`src/rtl/strm_add_pkg.sv`:
```
// Package: shared helpers for the streaming constant adder.
// Assumes widths are given in bits and are positive.
package strm_add_pkg;

    // Round a bit width up to a whole number of bytes.
    function automatic int unsigned bus_bits(input int unsigned val_bits);
        return ((val_bits + 7) / 8) * 8;
    endfunction

    // Number of byte lanes on a bus of the given width.
    function automatic int unsigned lane_count(input int unsigned val_bits);
        return bus_bits(val_bits) / 8;
    endfunction

endpackage

```
`src/rtl/strm_add_core.sv`:
```
// Module: combinational datapath that adds a signed constant to one word.
// Takes the low VAL_W bits of the bus word as a signed value, adds OFFSET
// modulo 2^VAL_W and sign-extends the result to the byte-rounded bus width.
// Assumes VAL_W >= 2. Bus bits above VAL_W on the input are not used.
module strm_add_core #(
    parameter int unsigned VAL_W  = 32,
    parameter int          OFFSET = 5,
    parameter int unsigned BUS_W  = strm_add_pkg::bus_bits(VAL_W)
) (
    input  logic [BUS_W-1:0] in_word,
    output logic [BUS_W-1:0] out_word
);
    localparam int unsigned PAD_W = BUS_W - VAL_W;
    localparam logic [VAL_W-1:0] OFF_V = VAL_W'(OFFSET);

    logic [VAL_W-1:0] sum_v;

    // Wrapping add of the offset on the meaningful value bits.
    always_comb begin
        sum_v = in_word[VAL_W-1:0] + OFF_V;
    end

    // Pick the output shape: plain result or sign-extended into pad bits.
    generate
        if (PAD_W == 0) begin : g_full
            assign out_word = sum_v;
        end else begin : g_pad
            assign out_word = {{PAD_W{sum_v[VAL_W-1]}}, sum_v};
        end
    endgenerate

endmodule

```
`src/rtl/strm_beat_reg.sv`:
```
// Module: one-entry valid/ready register stage for an opaque payload.
// Accepts when empty or when the held entry leaves in the same cycle, so it
// sustains one beat per cycle under constant downstream readiness.
// Assumes the upstream holds valid and payload until accepted.
module strm_beat_reg #(
    parameter int unsigned W = 8
) (
    input  logic         clk,
    input  logic         rst_n,
    input  logic         in_valid,
    output logic         in_ready,
    input  logic [W-1:0] in_bits,
    output logic         out_valid,
    input  logic         out_ready,
    output logic [W-1:0] out_bits
);
    logic         full_q;
    logic [W-1:0] bits_q;
    logic         take;

    // Space exists when empty or when the held beat drains now.
    always_comb begin
        in_ready = !full_q || out_ready;
        take     = in_valid && in_ready;
    end

    // Occupancy flag: set on accept, cleared when drained without refill.
    always_ff @(posedge clk) begin
        if (!rst_n) begin
            full_q <= 1'b0;
        end else if (take) begin
            full_q <= 1'b1;
        end else if (out_ready) begin
            full_q <= 1'b0;
        end
    end

    // Payload capture on every accepted beat; held otherwise.
    always_ff @(posedge clk) begin
        if (take) begin
            bits_q <= in_bits;
        end
    end

    assign out_valid = full_q;
    assign out_bits  = bits_q;

endmodule

```
`src/rtl/strm_offset_adder.sv`:
```
// Module: AXI4-Stream stage adding a constant to each data word while copying
// keep, strobe, user, id, dest and last from the same beat.
// Assumes synchronous active-low reset and upstream AXI4-Stream compliance.
module strm_offset_adder #(
    parameter int unsigned VAL_W  = 32,
    parameter int          OFFSET = 5,
    parameter int unsigned USER_W = 2,
    parameter int unsigned ID_W   = 5,
    parameter int unsigned DEST_W = 6,
    parameter int unsigned BUS_W  = strm_add_pkg::bus_bits(VAL_W),
    parameter int unsigned LANES  = BUS_W / 8
) (
    input  logic              clk,
    input  logic              rst_n,
    input  logic [BUS_W-1:0]  s_tdata,
    input  logic [LANES-1:0]  s_tkeep,
    input  logic [LANES-1:0]  s_tstrb,
    input  logic [USER_W-1:0] s_tuser,
    input  logic [ID_W-1:0]   s_tid,
    input  logic [DEST_W-1:0] s_tdest,
    input  logic              s_tlast,
    input  logic              s_tvalid,
    output logic              s_tready,
    output logic [BUS_W-1:0]  m_tdata,
    output logic [LANES-1:0]  m_tkeep,
    output logic [LANES-1:0]  m_tstrb,
    output logic [USER_W-1:0] m_tuser,
    output logic [ID_W-1:0]   m_tid,
    output logic [DEST_W-1:0] m_tdest,
    output logic              m_tlast,
    output logic              m_tvalid,
    input  logic              m_tready
);
    localparam int unsigned SIDE_W = 2 * LANES + USER_W + ID_W + DEST_W + 1;
    localparam int unsigned PAY_W  = BUS_W + SIDE_W;

    logic [BUS_W-1:0] sum_word;
    logic [PAY_W-1:0] pay_in;
    logic [PAY_W-1:0] pay_out;

    strm_add_core #(
        .VAL_W (VAL_W),
        .OFFSET(OFFSET),
        .BUS_W (BUS_W)
    ) u_core (
        .in_word (s_tdata),
        .out_word(sum_word)
    );

    // Bundle modified data with its untouched sideband fields.
    always_comb begin
        pay_in = {s_tlast, s_tdest, s_tid, s_tuser, s_tstrb, s_tkeep, sum_word};
    end

    strm_beat_reg #(
        .W(PAY_W)
    ) u_stage (
        .clk      (clk),
        .rst_n    (rst_n),
        .in_valid (s_tvalid),
        .in_ready (s_tready),
        .in_bits  (pay_in),
        .out_valid(m_tvalid),
        .out_ready(m_tready),
        .out_bits (pay_out)
    );

    // Split the held payload back onto the output fields.
    always_comb begin
        {m_tlast, m_tdest, m_tid, m_tuser, m_tstrb, m_tkeep, m_tdata} = pay_out;
    end

endmodule

```
`config.mk`:
```
export PLATFORM = sky130hd
export DESIGN_NAME = strm_offset_adder
export DESIGN_NICKNAME = d
export VERILOG_FILES = /design/src/rtl/strm_add_pkg.sv /design/src/rtl/strm_add_core.sv /design/src/rtl/strm_beat_reg.sv /design/src/rtl/strm_offset_adder.sv
export SDC_FILE = /design/constraint.sdc
export NUM_CORES = 1
export LEC_CHECK = 0
export BUFFER_PORTS_ARGS = -buffer_cell sky130_fd_sc_hd__buf_2
export CELL_PAD_IN_SITES_DETAIL_PLACEMENT = 1
export CELL_PAD_IN_SITES_GLOBAL_PLACEMENT = 2
export CORE_MARGIN = 2
export CORE_UTILIZATION = 29
export CTS_CLUSTER_DIAMETER = 80
export CTS_CLUSTER_SIZE = 12
export DETAILED_ROUTE_END_ITERATION = 8
export GPL_TIMING_DRIVEN = 0
export PLACE_DENSITY_LB_ADDON = 0.1
export RECOVER_POWER = 50
export SLEW_MARGIN = 30
export SYNTH_ARGS = -nofsm -noshare
export SYNTH_HDL_FRONTEND = slang
export SYNTH_SLANG_ARGS = --single-unit
```
`constraint.sdc`:
```
create_clock -name clk -period 2.4 [get_ports clk]
set_clock_uncertainty 0.1 [all_clocks]
set_input_delay 0 -clock clk [delete_from_list [all_inputs] [get_ports clk]]
set_output_delay 0 -clock clk [all_outputs]
set_load 0.02 [all_outputs]
```
# Word level (Yosys, flattened, before mapping)
# Cells that the tools add are included.
[op_classes]
n_mux = 2
n_reduce_logical = 4
n_addsub = 1
[op_table]
columns = ["operator", "n"]
rows = [
  ["32-bit by 3-bit adder with 32-bit output, second input constant", 1],
  ["1-bit 2-to-1 mux", 2],
  ["2-bit nonzero test", 1],
  ["1-bit logical AND", 1],
  ["1-bit zero test", 1],
  ["1-bit logical OR", 1],
]
[totals]
out_inout_bits = 56
register_bits = 55

# Logic depth before layout (Yosys ltp)
[logic_depth]
word_depth = 4
depth_mapped = 5
ltp_nobuf = 5

# Cells and area by module
# Synthesis repeated with hierarchy kept, for this count alone.
[hier_totals]
hier_cells = 151
area_unflattened_um2 = 2348.5
[by_module_without_submodules]
columns = ["module", "cells_per_inst", "instances", "area_each_um2", "seq_area_each_um2"]
rows = [
  ["strm_beat_reg", 59, 1, 1679.1, 1641.6],
  ["strm_add_core", 92, 1, 669.4, 0.0],
]

# Least setup slack after synthesis
# OpenSTA, ideal clock, no wires.
[synth_path]
path_kind = "flip-flop to flip-flop"
from = "register u_stage.full_q, in the netlist u_stage.out_valid"
to = "register u_stage.bits_q[0], in the netlist u_stage.out_bits[0] (enable)"
stages_incl_launch_ff = 3
t_arrival_ns = 1.935
t_required_ns = 1.883
path_slack_ns = -0.053
n_path_buf = 0
setup_ns = 0.417
synth_period_minus_slack_ns = 2.453
cell_sequence = "dfxtp_1 > nand2b_1 > and2_1"
[synth_between]
elab_chain_len = 3
[synth_lines]
columns = ["element", "line", "source"]
rows = [
  ["start: declaration", "strm_beat_reg.sv:17", "logic full_q;"],
  ["start signal: assignment", "strm_beat_reg.sv:30", "full_q <= 1'b0;"],
  ["start signal: assignment", "strm_beat_reg.sv:32", "full_q <= 1'b1;"],
  ["start signal: assignment", "strm_beat_reg.sv:34", "full_q <= 1'b0;"],
  ["1-bit zero test", "strm_beat_reg.sv:23", "in_ready = !full_q || out_ready;"],
  ["1-bit logical OR", "strm_beat_reg.sv:23", ""],
  ["named net s_tready", "strm_offset_adder.sv:23", "output logic s_tready,"],
  ["1-bit logical AND", "strm_beat_reg.sv:24", "take = in_valid && in_ready;"],
  ["named net u_stage.take", "strm_beat_reg.sv:19", "logic take;"],
  ["end signal: assignment", "strm_beat_reg.sv:41", "bits_q <= in_bits;"],
  ["end: declaration", "strm_beat_reg.sv:18", "logic [W-1:0] bits_q;"],
]
# The timed path passes the listed nets, and every way through them passes these cells.
# A chain may end at the register's enable or synchronous reset.

# Worst setup path in the final report
[layout_path]
from = "input s_tdata[4]"
to = "register u_stage.bits_q[31], in the netlist u_stage.out_bits[31] (data pin)"
[layout_between]
elab_chain_len = 1
[layout_lines]
columns = ["element", "line", "source"]
rows = [
  ["start: declaration", "strm_offset_adder.sv:15", "input logic [BUS_W-1:0] s_tdata,"],
  ["32-bit by 3-bit adder with 32-bit output", "strm_add_core.sv:20", "sum_v = in_word[VAL_W-1:0] + OFF_V;"],
  ["named net sum_word[31]", "strm_offset_adder.sv:37", "logic [BUS_W-1:0] sum_word;"],
]
# The timed path passes the listed nets, and every way through them passes these cells.

==> flow_metrics.py <==
metrics = {
    "placed_design": {
        "port_buffers": 113,
        "dp_cells": 362,
        "place_congestion": 0.688,
        "dpl.hpwl_um": 4060,
        "preCtsSetupSlack_ns": 0.844,
    },
    "timing": {
        "tns_ns": 0,
        "fin_crit_sh_pct": 74.3,
        "rsz0062_at_grt": "false",
        "period_minus_slack_ns": 1.78,
        "worst_pin_slew_ns": 0.731,
        "timing.fmax_ghz": 0.561,
        "drv_slew": 0,
        "slew_headroom_pct": 51.3,
        "setup_slack_ns": 0.616,
        "setup_viol": 0,
        "hold_viol_final": 0,
    },
    "grt": {
        "grt_pass1_wl_um": 10100,
        "top_usage_layer": "met2",
        "use_met1_pct": 17.3,
        "grt_max_degree": 55,
        "overflow": 0,
        "antenna_found_initial": 0,
        "first_global_vias": 2007,
        "grtUsageTotal_pct": 14.9,
        "grtUsageMet2_pct": 27.4,
        "use_met3_pct": 4.07,
    },
    "cells_and_area": {
        "seqCellArea_sq_mm": 0.00164,
        "final_cells": 426,
        "antenna_cells": 0,
        "syn2layout_area_growth_pct": 54.6,
        "finalNetCount": 382,
        "drive_gt1_share_pct": 25.6,
        "fillers": 873,
        "multiInputGateArea_sq_um": 704,
    },
    "floorplanning": {
        "initial_core_util_pct": 30.4,
        "chipWidth_um": 94.4,
        "die_h_um": 94.4,
        "core_sq_mm": 0.00781,
        "num_rows": 32,
        "dieArea_sq_mm": 0.00892,
        "io_pins": 114,
    },
    "detailed_routing": {
        "vias": 1872,
        "wl_per_cell_um": 15.2,
        "detail-route-antenna-nets": 0,
        "firstDrtPassIters": 4,
        "drtIter0Drc": 52,
        "drc_errors": 0,
        "routed_wl_um": 6470,
        "viasPerCell": 4.39,
    },
    "critical_path": {
        "end_kind": "flip-flop",
        "rr_worst_depth": 2,
        "required_ns": 2.36,
        "path_max_fanout": 9,
        "crit_arrival_ns": 1.74,
        "worstSetupPathType": "primary input to flip-flop",
        "startpoint_type": "primary input",
    },
    "clocking": {
        "post_cts_resize_count": 0,
        "cts_max_level": 2,
        "root_buffer": "clkbuf_8",
        "clock_latency_ns": 0.30,
        "cts_buffers": 5,
        "cts_sinks": 55,
        "clk_path_buf_depth": 2,
        "cts_tree": "built",
        "postCtsSetupRepairBufs": 0,
        "path_clk_slew_ns": 0.10,
    },
    "run": {
        "maxCapViolCount": 0,
    },
    "power": {
        "p_leak_nw": 1.37,
        "power_w": 0.00209,
        "power_density_mw_per_mm2": 570,
        "ir_drop_v": 0.000215,
    },
    "synth": {
        "seq_area_frac_synth_pct": 69.2,
        "synth_area_leaders": "edfxtp_1, xnor2_1, xor2_1",
        "yosys.area.top_type_share_pct": 68.4,
        "syn_inst": 147,
        "avgSynthCellArea_sq_um": 16.1,
        "synth_ff_type": "edfxtp_1",
        "synth.net_count": 206,
        "yosysMostFrequentCell": "edfxtp_1",
        "ys_top_cells_by_count": "edfxtp_1, xnor2_1, xor2_1, nand2_1, nand4_1",
        "ys_ff_latch": 55,
        "post_synth_num_cell_types": 29,
        "syn_area_sq_mm": 0.00237,
        "yosys_warnings": 0,
        "synth_edf_count": 54,
        "synth_area_leader_cell": "edfxtp_1",
        "async_reset_ff_share_pct": 0,
    },
    "status": {
        "status": "finished clean",
    },
    "worst_hold_path": {
        "hold-path-cell-count": 2,
        "hp-class": "primary input to flip-flop",
    },
}
-- sequential cells by signal, summed over array words and instances (netlist names) --
register,count
u_stage.out_bits,54
u_stage.out_valid,1
-- critical path: stages --
cell,delay (ns)
dlygate4sd3_1,0.55
buf_2,0.16
nand4_2,0.19
nor3_4,0.47
nand4_1,0.21
xnor2_1,0.16
-- routing by layer --
metal	share of wire [%]	wire, um
met1	41	2630
met3	7.4	477
met2	51	3330
met4	0.56	36
met5	0	0
-- cells by family after synthesis --
family,synth area share [%]
buffers and inverters,1.16
XOR/XNOR,11.1
adder cells (fa/ha/maj),0.528
flip-flops,69.2
AND/OR/NAND/NOR,17.5
AO/OA/AOI/OAI,0.528
-- where the power goes --
group | leakage (nW) | total [W] | internal [W] | switching [W]
combinational | 0.792 | 0.000337 | 0.000142 | 0.000194
clock | 0.0514 | 0.000613 | 0.000312 | 0.000302
sequential | 0.531 | 0.00114 | 0.00113 | 0.0000148
total | 1.37 | 0.00209 | 0.00158 | 0.000510
-- path summary, 6_finish.rpt --
kind	end	slack [ns]	start
setup / recovery	u_stage.out_bits[31]$_DFFE_PP_	0.62	s_tdata[4]
hold / removal	u_stage.out_bits[47]$_DFFE_PP_	0.30	s_tvalid
hold reg to reg	u_stage.out_bits[47]$_DFFE_PP_	0.97	u_stage.out_valid$_SDFFE_PN0P_
setup reg to reg	u_stage.out_bits[15]$_DFFE_PP_	0.85	u_stage.out_valid$_SDFFE_PN0P_
-- placed cells by master (no fill, tap or decap), types with 3 or more instances in the layout --
cell type | netlist | final
and4_1 | 3 | 3
dlygate4sd3_1 | 0 | 56
nand2_1 | 9 | 9
nor4_2 | 3 | 3
nand3_1 | 6 | 6
xnor2_1 | 19 | 19
clkbuf_1 | 0 | 58
xor2_1 | 11 | 11
nor3_2 | 5 | 5
clkbuf_8 | 0 | 5
nand4_1 | 8 | 8
edfxtp_1 | 54 | 54
buf_2 | 1 | 57
inv_1 | 3 | 3
and3_1 | 4 | 4
-- stage by stage --
stage | area, sq um | util (%) | hold WS [ns]
CTS | 3740 | 47.9 | 0.273
floorplan | 2370 | - | -0.00113
finish | 3670 | 47.0 | 0.296
global route | 3670 | 47.0 | 0.297
global placement | 3070 | 39.3 | 0.0766
detailed placement | 3070 | 39.3 | 0.0784
-- layout make-up --
type	instances	area share (%)
flip-flops and latches	55	44.8
well taps	102	3.48
plain buffers	2	0.444
clock inverters	2	1.02
clock buffers	6	1.98
repair buffers	169	28.8
inverters	3	0.307
multi-input cells	87	19.2
-- what timing repair did --
item,CTS,global route
hold buffers,56,0
endpoints found under the setup margin,0,0
hold endpoints to repair,55,0
Power figures use the tool's default switching activity.
